### src/rtl/msi_pkg.sv
package msi_pkg;
  typedef enum logic [1:0] {
    LN_INV = 2'd0,
    LN_SHR = 2'd1,
    LN_EXC = 2'd2
  } line_st_t;

  typedef enum logic [1:0] {
    BC_NONE   = 2'd0,
    BC_RDMISS = 2'd1,
    BC_WRMISS = 2'd2,
    BC_WRBACK = 2'd3
  } bus_cmd_t;
endpackage

### src/rtl/msi_line_array.sv
module msi_line_array
  import msi_pkg::*;
#(
  parameter int INDEX_W = 6,
  parameter int TAG_W   = 10,
  parameter int DATA_W  = 32,
  localparam int NLINES = 1 << INDEX_W
) (
  input  logic                   clk,
  input  logic                   rst_n,
  input  logic [INDEX_W-1:0]     p_idx,
  output line_st_t               p_state,
  output logic [TAG_W-1:0]       p_tag,
  output logic [DATA_W-1:0]      p_data,
  input  logic [INDEX_W-1:0]     s_idx,
  output line_st_t               s_state,
  output logic [TAG_W-1:0]       s_tag,
  output logic [DATA_W-1:0]      s_data,
  output logic [NLINES-1:0][1:0] st_all,
  input  logic                   sw_en,
  input  line_st_t               sw_state,
  input  logic                   pw_en,
  input  line_st_t               pw_state,
  input  logic [TAG_W-1:0]       pw_tag,
  input  logic                   pw_data_en,
  input  logic [DATA_W-1:0]      pw_data
);
  line_st_t          st_q [NLINES];
  line_st_t          st_d [NLINES];
  logic [TAG_W-1:0]  tag_q [NLINES];
  logic [DATA_W-1:0] dat_q [NLINES];
  logic              pw_ok;

  // snoop update wins when both ports address the same slot
  assign pw_ok = pw_en && !(sw_en && (s_idx == p_idx));

  always_comb begin
    for (int i = 0; i < NLINES; i++) begin
      st_d[i] = st_q[i];
      if (sw_en && (s_idx == INDEX_W'(i)))      st_d[i] = sw_state;
      else if (pw_ok && (p_idx == INDEX_W'(i))) st_d[i] = pw_state;
    end
  end

  always_ff @(posedge clk or negedge rst_n) begin
    if (!rst_n) begin
      for (int i = 0; i < NLINES; i++) st_q[i] <= LN_INV;
    end else begin
      for (int i = 0; i < NLINES; i++) st_q[i] <= st_d[i];
    end
  end

  always_ff @(posedge clk) begin
    if (pw_ok)              tag_q[p_idx] <= pw_tag;
    if (pw_ok && pw_data_en) dat_q[p_idx] <= pw_data;
  end

  assign p_state = st_q[p_idx];
  assign p_tag   = tag_q[p_idx];
  assign p_data  = dat_q[p_idx];
  assign s_state = st_q[s_idx];
  assign s_tag   = tag_q[s_idx];
  assign s_data  = dat_q[s_idx];

  always_comb begin
    for (int i = 0; i < NLINES; i++) st_all[i] = st_q[i];
  end
endmodule

### src/rtl/msi_snoop_ctrl.sv
module msi_snoop_ctrl
  import msi_pkg::*;
#(
  parameter int ADDR_W  = 16,
  parameter int INDEX_W = 6,
  parameter int DATA_W  = 32,
  parameter int NODE_W  = 2,
  parameter int NODE_ID = 0,
  localparam int TAG_W  = ADDR_W - INDEX_W
) (
  input  logic               bus_valid,
  input  logic [NODE_W-1:0]  bus_src,
  input  logic [1:0]         bus_cmd,
  input  logic [ADDR_W-1:0]  bus_addr,
  output logic [INDEX_W-1:0] s_idx,
  input  line_st_t           s_state,
  input  logic [TAG_W-1:0]   s_tag,
  input  logic [DATA_W-1:0]  s_data,
  output logic               snoop_act,
  output logic               abort,
  output logic [DATA_W-1:0]  sdata,
  output logic               sw_en,
  output line_st_t           sw_state
);
  logic match;

  assign s_idx     = bus_addr[INDEX_W-1:0];
  assign snoop_act = bus_valid && (bus_src != NODE_W'(NODE_ID));
  assign match     = snoop_act && (s_state != LN_INV) &&
                     (s_tag == bus_addr[ADDR_W-1:INDEX_W]);

  always_comb begin
    abort    = 1'b0;
    sdata    = '0;
    sw_en    = 1'b0;
    sw_state = s_state;
    if (match) begin
      if (bus_cmd == BC_RDMISS && s_state == LN_EXC) begin
        abort    = 1'b1;
        sdata    = s_data;
        sw_en    = 1'b1;
        sw_state = LN_SHR;
      end else if (bus_cmd == BC_WRMISS) begin
        abort    = (s_state == LN_EXC);
        sdata    = (s_state == LN_EXC) ? s_data : '0;
        sw_en    = 1'b1;
        sw_state = LN_INV;
      end
    end
  end
endmodule

### src/rtl/msi_proc_ctrl.sv
module msi_proc_ctrl
  import msi_pkg::*;
#(
  parameter int ADDR_W  = 16,
  parameter int INDEX_W = 6,
  parameter int DATA_W  = 32,
  localparam int TAG_W  = ADDR_W - INDEX_W
) (
  input  logic               cpu_req,
  input  logic               cpu_we,
  input  logic [ADDR_W-1:0]  cpu_addr,
  input  logic [DATA_W-1:0]  cpu_wdata,
  input  logic               snoop_act,
  input  logic               bus_gnt,
  input  logic [DATA_W-1:0]  bus_rdata,
  output logic [INDEX_W-1:0] p_idx,
  input  line_st_t           p_state,
  input  logic [TAG_W-1:0]   p_tag,
  input  logic [DATA_W-1:0]  p_data,
  output logic               cpu_ack,
  output logic [DATA_W-1:0]  cpu_rdata,
  output logic               req_valid,
  output logic [1:0]         req_cmd,
  output logic [ADDR_W-1:0]  req_addr,
  output logic [DATA_W-1:0]  req_data,
  output logic               pw_en,
  output line_st_t           pw_state,
  output logic [TAG_W-1:0]   pw_tag,
  output logic               pw_data_en,
  output logic [DATA_W-1:0]  pw_data
);
  logic [TAG_W-1:0] tag;
  logic go, hit, dirty_victim;

  assign p_idx        = cpu_addr[INDEX_W-1:0];
  assign tag          = cpu_addr[ADDR_W-1:INDEX_W];
  assign go           = cpu_req && !snoop_act;
  assign hit          = (p_state != LN_INV) && (p_tag == tag);
  assign dirty_victim = (p_state == LN_EXC) && (p_tag != tag);

  always_comb begin
    cpu_ack    = 1'b0;
    cpu_rdata  = '0;
    req_valid  = 1'b0;
    req_cmd    = BC_NONE;
    req_addr   = '0;
    req_data   = '0;
    pw_en      = 1'b0;
    pw_state   = p_state;
    pw_tag     = tag;
    pw_data_en = 1'b0;
    pw_data    = cpu_wdata;
    if (go) begin
      if (!cpu_we && hit) begin
        cpu_ack   = 1'b1;
        cpu_rdata = p_data;
      end else if (cpu_we && hit && p_state == LN_EXC) begin
        cpu_ack    = 1'b1;
        pw_en      = 1'b1;
        pw_state   = LN_EXC;
        pw_data_en = 1'b1;
      end else if (dirty_victim) begin
        req_valid = 1'b1;
        req_cmd   = BC_WRBACK;
        req_addr  = {p_tag, p_idx};
        req_data  = p_data;
        if (bus_gnt) begin
          pw_en    = 1'b1;
          pw_state = LN_INV;
          pw_tag   = p_tag;
        end
      end else begin
        req_valid = 1'b1;
        req_cmd   = cpu_we ? BC_WRMISS : BC_RDMISS;
        req_addr  = cpu_addr;
        if (bus_gnt) begin
          cpu_ack    = 1'b1;
          cpu_rdata  = cpu_we ? '0 : bus_rdata;
          pw_en      = 1'b1;
          pw_state   = cpu_we ? LN_EXC : LN_SHR;
          pw_data_en = 1'b1;
          pw_data    = cpu_we ? cpu_wdata : bus_rdata;
        end
      end
    end
  end
endmodule

### src/rtl/msi_snoop_cache.sv
module msi_snoop_cache
  import msi_pkg::*;
#(
  parameter int ADDR_W  = 16,
  parameter int INDEX_W = 6,
  parameter int DATA_W  = 32,
  parameter int NODE_W  = 2,
  parameter int NODE_ID = 0
) (
  input  logic              clk,
  input  logic              rst_n,
  input  logic              cpu_req,
  input  logic              cpu_we,
  input  logic [ADDR_W-1:0] cpu_addr,
  input  logic [DATA_W-1:0] cpu_wdata,
  output logic              cpu_ack,
  output logic [DATA_W-1:0] cpu_rdata,
  output logic              breq_valid,
  output logic [1:0]        breq_cmd,
  output logic [ADDR_W-1:0] breq_addr,
  output logic [DATA_W-1:0] breq_data,
  input  logic              bus_gnt,
  input  logic              bus_valid,
  input  logic [NODE_W-1:0] bus_src,
  input  logic [1:0]        bus_cmd,
  input  logic [ADDR_W-1:0] bus_addr,
  input  logic [DATA_W-1:0] bus_rdata,
  output logic              snp_abort,
  output logic [DATA_W-1:0] snp_data
);
  localparam int TAG_W  = ADDR_W - INDEX_W;
  localparam int NLINES = 1 << INDEX_W;

  logic [1:0]             rst_sync;
  logic                   rst_q;
  logic [INDEX_W-1:0]     p_idx, s_idx;
  line_st_t               p_state, s_state, sw_state, pw_state;
  logic [TAG_W-1:0]       p_tag, s_tag, pw_tag;
  logic [DATA_W-1:0]      p_data, s_data, pw_data;
  logic [NLINES-1:0][1:0] st_all;
  logic                   snoop_act, sw_en, pw_en, pw_data_en;

  always_ff @(posedge clk or negedge rst_n) begin
    if (!rst_n) rst_sync <= 2'b00;
    else        rst_sync <= {rst_sync[0], 1'b1};
  end
  assign rst_q = rst_sync[1];

  msi_line_array #(.INDEX_W(INDEX_W), .TAG_W(TAG_W), .DATA_W(DATA_W)) u_arr (
    .clk(clk), .rst_n(rst_q),
    .p_idx(p_idx), .p_state(p_state), .p_tag(p_tag), .p_data(p_data),
    .s_idx(s_idx), .s_state(s_state), .s_tag(s_tag), .s_data(s_data),
    .st_all(st_all),
    .sw_en(sw_en), .sw_state(sw_state),
    .pw_en(pw_en), .pw_state(pw_state), .pw_tag(pw_tag),
    .pw_data_en(pw_data_en), .pw_data(pw_data)
  );

  msi_snoop_ctrl #(.ADDR_W(ADDR_W), .INDEX_W(INDEX_W), .DATA_W(DATA_W),
                   .NODE_W(NODE_W), .NODE_ID(NODE_ID)) u_snp (
    .bus_valid(bus_valid), .bus_src(bus_src), .bus_cmd(bus_cmd), .bus_addr(bus_addr),
    .s_idx(s_idx), .s_state(s_state), .s_tag(s_tag), .s_data(s_data),
    .snoop_act(snoop_act), .abort(snp_abort), .sdata(snp_data),
    .sw_en(sw_en), .sw_state(sw_state)
  );

  msi_proc_ctrl #(.ADDR_W(ADDR_W), .INDEX_W(INDEX_W), .DATA_W(DATA_W)) u_proc (
    .cpu_req(cpu_req), .cpu_we(cpu_we), .cpu_addr(cpu_addr), .cpu_wdata(cpu_wdata),
    .snoop_act(snoop_act), .bus_gnt(bus_gnt), .bus_rdata(bus_rdata),
    .p_idx(p_idx), .p_state(p_state), .p_tag(p_tag), .p_data(p_data),
    .cpu_ack(cpu_ack), .cpu_rdata(cpu_rdata),
    .req_valid(breq_valid), .req_cmd(breq_cmd), .req_addr(breq_addr), .req_data(breq_data),
    .pw_en(pw_en), .pw_state(pw_state), .pw_tag(pw_tag),
    .pw_data_en(pw_data_en), .pw_data(pw_data)
  );

  // a foreign snoop cycle blocks the processor side entirely
  p_snoop_blocks_cpu_r11: assert property (@(posedge clk) disable iff (!rst_q)
    snoop_act |-> (!breq_valid && !cpu_ack));

  // a write-back request only ever names a slot held Exclusive
  p_wb_from_owner_r6: assert property (@(posedge clk) disable iff (!rst_q)
    (breq_valid && breq_cmd == BC_WRBACK) |-> (p_state == LN_EXC));

  // a granted write miss leaves its slot Exclusive
  p_wrmiss_owns_r5: assert property (@(posedge clk) disable iff (!rst_q)
    (breq_valid && bus_gnt && breq_cmd == BC_WRMISS) |=> (st_all[$past(p_idx)] == LN_EXC));

  // a granted read miss leaves its slot Shared
  p_rdmiss_shared_r4: assert property (@(posedge clk) disable iff (!rst_q)
    (breq_valid && bus_gnt && breq_cmd == BC_RDMISS) |=> (st_all[$past(p_idx)] == LN_SHR));

  // supplying data for a foreign read miss downgrades to Shared
  p_abort_rd_shared_r7: assert property (@(posedge clk) disable iff (!rst_q)
    (snp_abort && bus_cmd == BC_RDMISS) |=> (st_all[$past(s_idx)] == LN_SHR));

  // supplying data for a foreign write miss invalidates
  p_abort_wr_inv_r8: assert property (@(posedge clk) disable iff (!rst_q)
    (snp_abort && bus_cmd == BC_WRMISS) |=> (st_all[$past(s_idx)] == LN_INV));

  // no abort for a transaction carrying this node's identifier
  p_own_src_quiet_r10: assert property (@(posedge clk) disable iff (!rst_q)
    (bus_valid && bus_src == NODE_W'(NODE_ID)) |-> !snp_abort);
endmodule

### config.mk
export PLATFORM = sky130hd
export DESIGN_NAME = msi_snoop_cache
export DESIGN_NICKNAME = d
export VERILOG_FILES = /design/src/rtl/msi_pkg.sv /design/src/rtl/msi_line_array.sv /design/src/rtl/msi_snoop_ctrl.sv /design/src/rtl/msi_proc_ctrl.sv /design/src/rtl/msi_snoop_cache.sv
export SDC_FILE = /design/constraint.sdc
export NUM_CORES = 2
export LEC_CHECK = 0
export BUFFER_PORTS_ARGS = -buffer_cell sky130_fd_sc_hd__buf_2
export CAP_MARGIN = 20
export CORE_MARGIN = 2
export CORE_UTILIZATION = 45
export DETAILED_ROUTE_END_ITERATION = 8
export PLACE_DENSITY_LB_ADDON = 0.15
export SYNTH_ARGS = -nofsm -noshare
export SYNTH_HDL_FRONTEND = slang
export SYNTH_SLANG_ARGS = --single-unit
### constraint.sdc
create_clock -name clk -period 5.86 [get_ports clk]
set_input_delay 0.586 -clock clk [delete_from_list [all_inputs] [get_ports clk]]
set_output_delay 0.586 -clock clk [all_outputs]
set_load 0.01 [all_outputs]
* Word level (Yosys, flattened, before mapping)
Memory sizes are Yosys's and may differ from the RTL's. Index checks and enable logic that the tools add are counted.
Cells by class: magnitude comparators 2, eq/ne operators 134, multiplexer cells 200, bitwise operators 2, reductions and logical operators 213
Operators by type and width (count):
- 32-bit 2-to-1 mux | 20
- 6-bit == test, second input constant | 64
- 2-bit 2-to-1 mux | 146
- 6-bit by 5-bit == test with 1-bit output, second input constant | 32
- 1-bit logical AND | 141
- 2-bit nonzero test | 67
- 6-bit by 4-bit == test with 1-bit output, second input constant | 16
- 16-bit 2-to-1 mux | 4
- 10-bit 2-to-1 mux | 5
- 6-bit by 3-bit == test with 1-bit output, second input constant | 8
- 2-bit binary-select mux with 6-bit select | 2
- 6-bit by 2-bit == test with 1-bit output, second input constant | 4
- 1-bit 2-to-1 mux | 23
- 10-bit == test | 2
- 7-bit >= comparator, second input constant | 2
- 6-bit inverter with 7-bit output | 2
- 6-bit by 1-bit == test with 1-bit output, second input constant | 2
- 6-bit logical NOT | 2
- 10-bit inequality test | 1
- 2-bit == test, second input constant | 3
- 6-bit == test | 1
- 1-bit logical NOT | 3
- 2-bit by 1-bit == test with 1-bit output, second input constant | 1
Storage, ports and cells: register bits after elaboration 130, memory bits (writable) 2688, input bits 106, output and inout bits 117, word-level logic and storage cells 618, memories kept 2
Memories:
- u_arr.dat_q | words 64, bits a word 32, read ports 2, clocked after memory_dff 0, wr ports 1, line msi_line_array.sv:31 | logic [DATA_W-1:0] dat_q [NLINES];
- u_arr.tag_q | words 64, bits a word 10, read ports 2, clocked after memory_dff 0, wr ports 1, line msi_line_array.sv:30 | logic [TAG_W-1:0] tag_q [NLINES];

* Logic depth before layout (Yosys ltp)
depth in word-level cells 15, depth in mapped cells 21, gate-level depth less buffers 12

* By module
From an unflattened synthesis, not the netlist that was laid out.
Second synthesis, totals: cells, all modules 7158, area total of the unflattened synthesis 132494.6 µm²
By module, submodules not included:
- msi_line_array | instances 1, cells an instance 6831, area each 129939.6 µm², sequential area each 83920.5 µm²
- msi_proc_ctrl | instances 1, cells an instance 221, area each 1724.2 µm², sequential area each 0.0 µm²
- msi_snoop_ctrl | instances 1, cells an instance 103, area each 777.0 µm², sequential area each 0.0 µm²
- msi_snoop_cache | instances 1, cells an instance 3, area each 53.8 µm², sequential area each 50.0 µm²

* Worst setup path after synthesis
No wires, ideal clock.
path type in2reg, start in cpu_addr[0], end mem u_arr.dat_q[2][0], enable pin, setup time 0.502 ns, arrival 6.966 ns, data required time 5.358 ns, setup slack -1.608 ns, stages on the path 15, path buffers 8, cell sequence buf_4 buf_6 buf_6 buf_6 buf_4 mux4_2 mux4_2 a221oi_2 o21ai_2 nor2_4 a31oi_2 buf_2 buf_2 buf_2 nor4_1
Between the ends: longest elaborated chain between the ends 15, elaborated cells on any way between the ends 28, classes of those cells 4 x eq/ne; 12 x mux; 1 x bitwise; 10 x reduce/logical; 1 x memory
Ends and longest elaborated chain:
- start, declared | line msi_snoop_cache.sv:14 | input logic [ADDR_W-1:0] cpu_addr,
- 6-bit inverter with 7-bit output (not written as such) | line msi_line_array.sv:58 | assign p_state = st_q[p_idx];
- 2-bit binary-select mux with 6-bit select | line msi_line_array.sv:58
- 2-bit 2-to-1 mux (not written as such) (2 in series) | line msi_line_array.sv:58
- 2-bit nonzero test | line msi_proc_ctrl.sv:38 | assign hit = (p_state != LN_INV) && (p_tag == tag);
- 1-bit logical AND | line msi_proc_ctrl.sv:38
- 1-bit logical AND (2 in series) | line msi_proc_ctrl.sv:57 | end else if (cpu_we && hit && p_state == LN_EXC) begin
- 1-bit 2-to-1 mux | line msi_proc_ctrl.sv:57
- 1-bit 2-to-1 mux | line msi_proc_ctrl.sv:54 | if (!cpu_we && hit) begin
- 1-bit 2-to-1 mux | line msi_proc_ctrl.sv:53 | if (go) begin
- 1-bit logical AND | line msi_line_array.sv:35 | assign pw_ok = pw_en && !(sw_en && (s_idx == p_idx));
- 1-bit logical AND | line msi_line_array.sv:55 | if (pw_ok && pw_data_en) dat_q[p_idx] <= pw_data;
- 1-bit 2-to-1 mux | line msi_line_array.sv:55
- 1-bit 2-to-1 mux (not written as such) | line msi_line_array.sv:55
- end, declared | line msi_line_array.sv:31
Parallel ways exist; a longest one is shown, timed or not. The select of a mux whose other input is x is not followed.

* Worst setup path after layout
start in bus_addr[0], end out snp_data[25]
Between the ends: longest elaborated chain between the ends 9, elaborated cells on any way between the ends 16, classes of those cells 2 x eq/ne; 7 x mux; 1 x bitwise; 4 x reduce/logical; 2 x memory
Ends and longest elaborated chain:
- start, declared | line msi_snoop_cache.sv:26 | input logic [ADDR_W-1:0] bus_addr,
- 6-bit inverter with 7-bit output (not written as such) | line msi_line_array.sv:61 | assign s_state = st_q[s_idx];
- 2-bit binary-select mux with 6-bit select | line msi_line_array.sv:61
- 2-bit 2-to-1 mux (not written as such) (2 in series) | line msi_line_array.sv:61
- 2-bit == test | line msi_snoop_ctrl.sv:38, msi_snoop_ctrl.sv:45
- 32-bit 2-to-1 mux | line msi_snoop_ctrl.sv:45 | sdata = (s_state == LN_EXC) ? s_data : '0;
- 32-bit 2-to-1 mux | line msi_snoop_ctrl.sv:43 | end else if (bus_cmd == BC_WRMISS) begin
- 32-bit 2-to-1 mux | line msi_snoop_ctrl.sv:38 | if (bus_cmd == BC_RDMISS && s_state == LN_EXC) begin
- 32-bit 2-to-1 mux * | line msi_snoop_ctrl.sv:37 | if (match) begin
- end, declared | line msi_snoop_cache.sv:29 | output logic [DATA_W-1:0] snp_data
Every way passes the cells marked *; elsewhere a longest branch is shown, timed or not. The select of a mux whose other input is x is not followed.

==> key figures <==
STA
  – Final setup margin: -0.0133 ns
  – Min cycle time layout: 5.87 ns
  – RSZ-0062 raised after global routing: yes
  – Slew @ Worst Pin: ~1.3 ns
  – F_max: 170 MHz
  – Fin. Hold Viols: 0
  – Worst Skew: 0.0550 ns
  – Final critical-path share of the clock period: 100%
  – # setup viols final: 1
  – Rel. slew slack: 16.2%
  – Final Slew Violations: 0

Place
  – Post-DP HPWL: 306000 um
  – # port buffers: between 200 and 250
  – Worst slack, placed: -0.542 ns
  – Routability congestion estimate: approximately 0.9

Logic synthesis
  – Main synth FF type: edfxtp_1
  – Synthesized cell area: 135000 um^2
  – Ys Warns: 0
  – Mapped Cells: 6813
  – Syn Area/Cell: slightly below 20 um^2
  – Netlist cell types: 82
  – Sequential fraction of the synthesis area: 62.3%
  – EDFF count, synth: 2688
  – Net count after synthesis: 6919
  – Async set-reset flop share out of synthesis: 4.61%
  – Post-synthesis register bit count: 2818

Floorplanning
  – Die X: 551 um
  – # IOs: 223
  – Core area: 298000 um^2
  – Initial core utilization: a little under half
  – # rows: 200
  – DIE AREA: 304000 um^2
  – Chip height: 551 um

Global routing
  – GRT Total Usage: 32.0%
  – Maximum number of pins on one net before global-route repair: 143
  – First-pass GRT wire length: approximately 670000 um
  – Global route total overflow: 0
  – Initial antenna violation count: 29
  – Number of global-route vias before repair: 82.0k

Routing
  – WL final: 488000 um
  – DR vias: 82.6k
  – Post-DR wirelength/cell: 42.0 um
  – Final ANT Viol Nets: 0
  – Iter 0 DRT Violations: approximately 12k
  – Post-route DRC violation count: 0
  – First-pass DRT Iterations: 7
  – Detailed-route vias per instance: 7.10

Setup path
  – Most common cell on crit path: buf_4
  – WP data arrival: approximately 5.3 ns
  – Slowest CP cell: nor2b_4
  – Critical Path Source Type: primary input
  – Crit path from: bus_addr[0]
  – R2R Path Start: u_arr.tag_q[32][9]$_DFFE_PP_
  – Cell breakdown of the critical path: buf_8 > nor2b_4 > buf_4 > a22oi_1 > nand3_1 > nand4_1 > xor2_1 > nor4_1 > buf_4 > o211ai_1 > nor4b_1 > buf_4 > o2111ai_4 > buf_12 > buf_4 > nor2b_1 > buf_2
  – Critical Path Sink Type: primary output
  – Largest stage delay, worst path: 0.89 ns
  – CP max FO: 26
  – WS Path Type: in -> out
  – Critical Path RT: 5.27 ns

Final layout
  – Final core utilization: a little over half
  – Sequential cell area: 84000 um^2
  – FILL cells: 23.0k
  – Area of the multi-input gates: 49200 um^2
  – Nets: 7535
  – Most frequent cells in the layout: edfxtp_1 (2688), mux4_2 (1559), mux2i_1 (441), buf_12 (331), buf_4 (317)
  – Area growth, synth to finish: 17.3%
  – Fraction of layout cells with a size suffix above 1: between 30% and 40%
  – Most common cell after layout, fill and taps aside: edfxtp_1

Power and ir drop
  – Max VDD drop: ~0.00023 V
  – Leak pwr: 0.0515 uW
  – Pwr Total: 45800 uW
  – PwrDens: 290 nW/um^2

Clocking
  – CTS H-tree depth: 5
  – Max Buffers Root-to-Sink: 4
  – Total CTS buffers: 309
  – CTS tree: yes
  – Sink Count: 2818
  – Worst-path clk slew: 0.06 ns
  – Clk_lat worst skew: 0.94 ns
  – Root Buffer: clkbuf_16
  – Post-CTS Setup Inserts: 0

Flow run
  – Number of max-cap violations: 0

Min path
  – HP Class: in -> async

Status
  – Run status: complete, but fails checks
  – Violated checks: setup timing
[worst max-delay path, delay by kind of cell]
kind / cells / cell delay (ns)
simple gates: 6 / 2.39
buf+inv: 7 / 1.62
compound gates: 3 / 0.38
xor+xnor: 1 / 0.22
[registers in the layout, summed over array words and instances (netlist names)]
register and count:
u_arr.dat_q 2048, u_arr.tag_q 640, rst_sync 2, u_arr.st_all 128
[Yosys cell counts (27+ instances only)]
library cell | count | area (um^2)
nand3_1 | 56 | 280
buf_2 | 84 | 420
edfxtp_1 | 2688 | 80700
a22oi_1 | 165 | 1240
and3_1 | 54 | 338
a22o_1 | 46 | 403
nor2b_1 | 63 | 394
inv_1 | 49 | 184
mux2_1 | 28 | 315
mux4_2 | 1559 | 35100
buf_1 | 110 | 413
mux2i_1 | 444 | 4440
nor3_1 | 54 | 270
o21ai_0 | 77 | 385
nor4_1 | 29 | 181
or3_1 | 31 | 194
mux2_2 | 32 | 360
buf_4 | 43 | 323
a211oi_1 | 35 | 263
nor2_1 | 185 | 694
clkbuf_1 | 317 | 1190
o211ai_1 | 27 | 203
nand2_1 | 146 | 548
a21oi_1 | 85 | 425
dfrtp_1 | 130 | 3250
[cell type report]
| type | instances | area share (%) |
|---|---|---|
| sequential | 2818 | 53.1 |
| multi-input combinational | 3381 | 31.1 |
| timing repair buffer | 869 | 6.45 |
| clock buffer | 403 | 5.25 |
| tap | 3939 | 3.12 |
| clock inverter | 151 | 0.851 |
| inverter | 50 | 0.120 |
| antenna | 12 | 0.0190 |
[cells by family after synthesis]
group                     after synthesis  share of synthesized area, %
DFF                                  2818                          62.3
muxes                                2063                          29.8
and+or+nand+nor                       699                          2.60
buffers and inverters                 614                          1.96
AOI/OAI and AO/OA                     601                          3.22
xor gates and xnor gates               17                         0.110
other                                   1                       0.00278
[layer usage]
metal / vias to the layer above / part of all wire [%] / GRT usage [%]
met5: - / 0.023 / 0
met4: 16 / 4.5 / 12.3
met3: 994 / 11 / 7.28
met2: 5579 / 47 / 49.5
met1: 45057 / 38 / 44.3
li1: 30912 / - / -
[power by group]
group	internal, uW	switching (uW)	leakage, uW
clock network	10900	8220	0.00472
logic	1820	2640	0.0209
registers	22200	82.9	0.0258
total	34900	10900	0.0515
[per-stage QoR]
step            TNS, ns  instances  hold slack [ns]  area [um^2]
2_1_floorplan   -110.50       6813            0.290       135000
3_3_place_gp   -1566.44      11057            0.241       148000
3_5_place_dp   -1414.98      11057            0.246       148000
4_1_cts               0      11612            0.169       158000
5_1_grt        -0.00373      11613            0.166       158000
6_report        -0.0133      11623            0.200       158000
[worst paths after layout]
kind,end,slack [ns],cells past startpoint
setup / recovery,snp_data[25],-0.01,17
max in group asynchronous,u_arr.st_all[11]$_DFFE_PN0P_,4.46,1
setup reg to reg,u_arr.dat_q[27][25]$_DFFE_PP_,0.82,14
hold reg to reg,u_arr.st_all[107]$_DFFE_PN0P_,0.23,0
min in group clk,u_arr.dat_q[63][22]$_DFFE_PP_,0.31,3
hold / removal,rst_sync[1]$_DFF_PN0_,0.20,2
[what timing repair did]
action / 4_1_cts / 5_1_grt
endpoints found under the setup margin: 71 / 53
gates resized for setup: 3 / 5
hold buffers: 1 / 0
endpoints found under the hold margin: 2 / 0
Note: power is estimated with default switching activity, not from simulation.
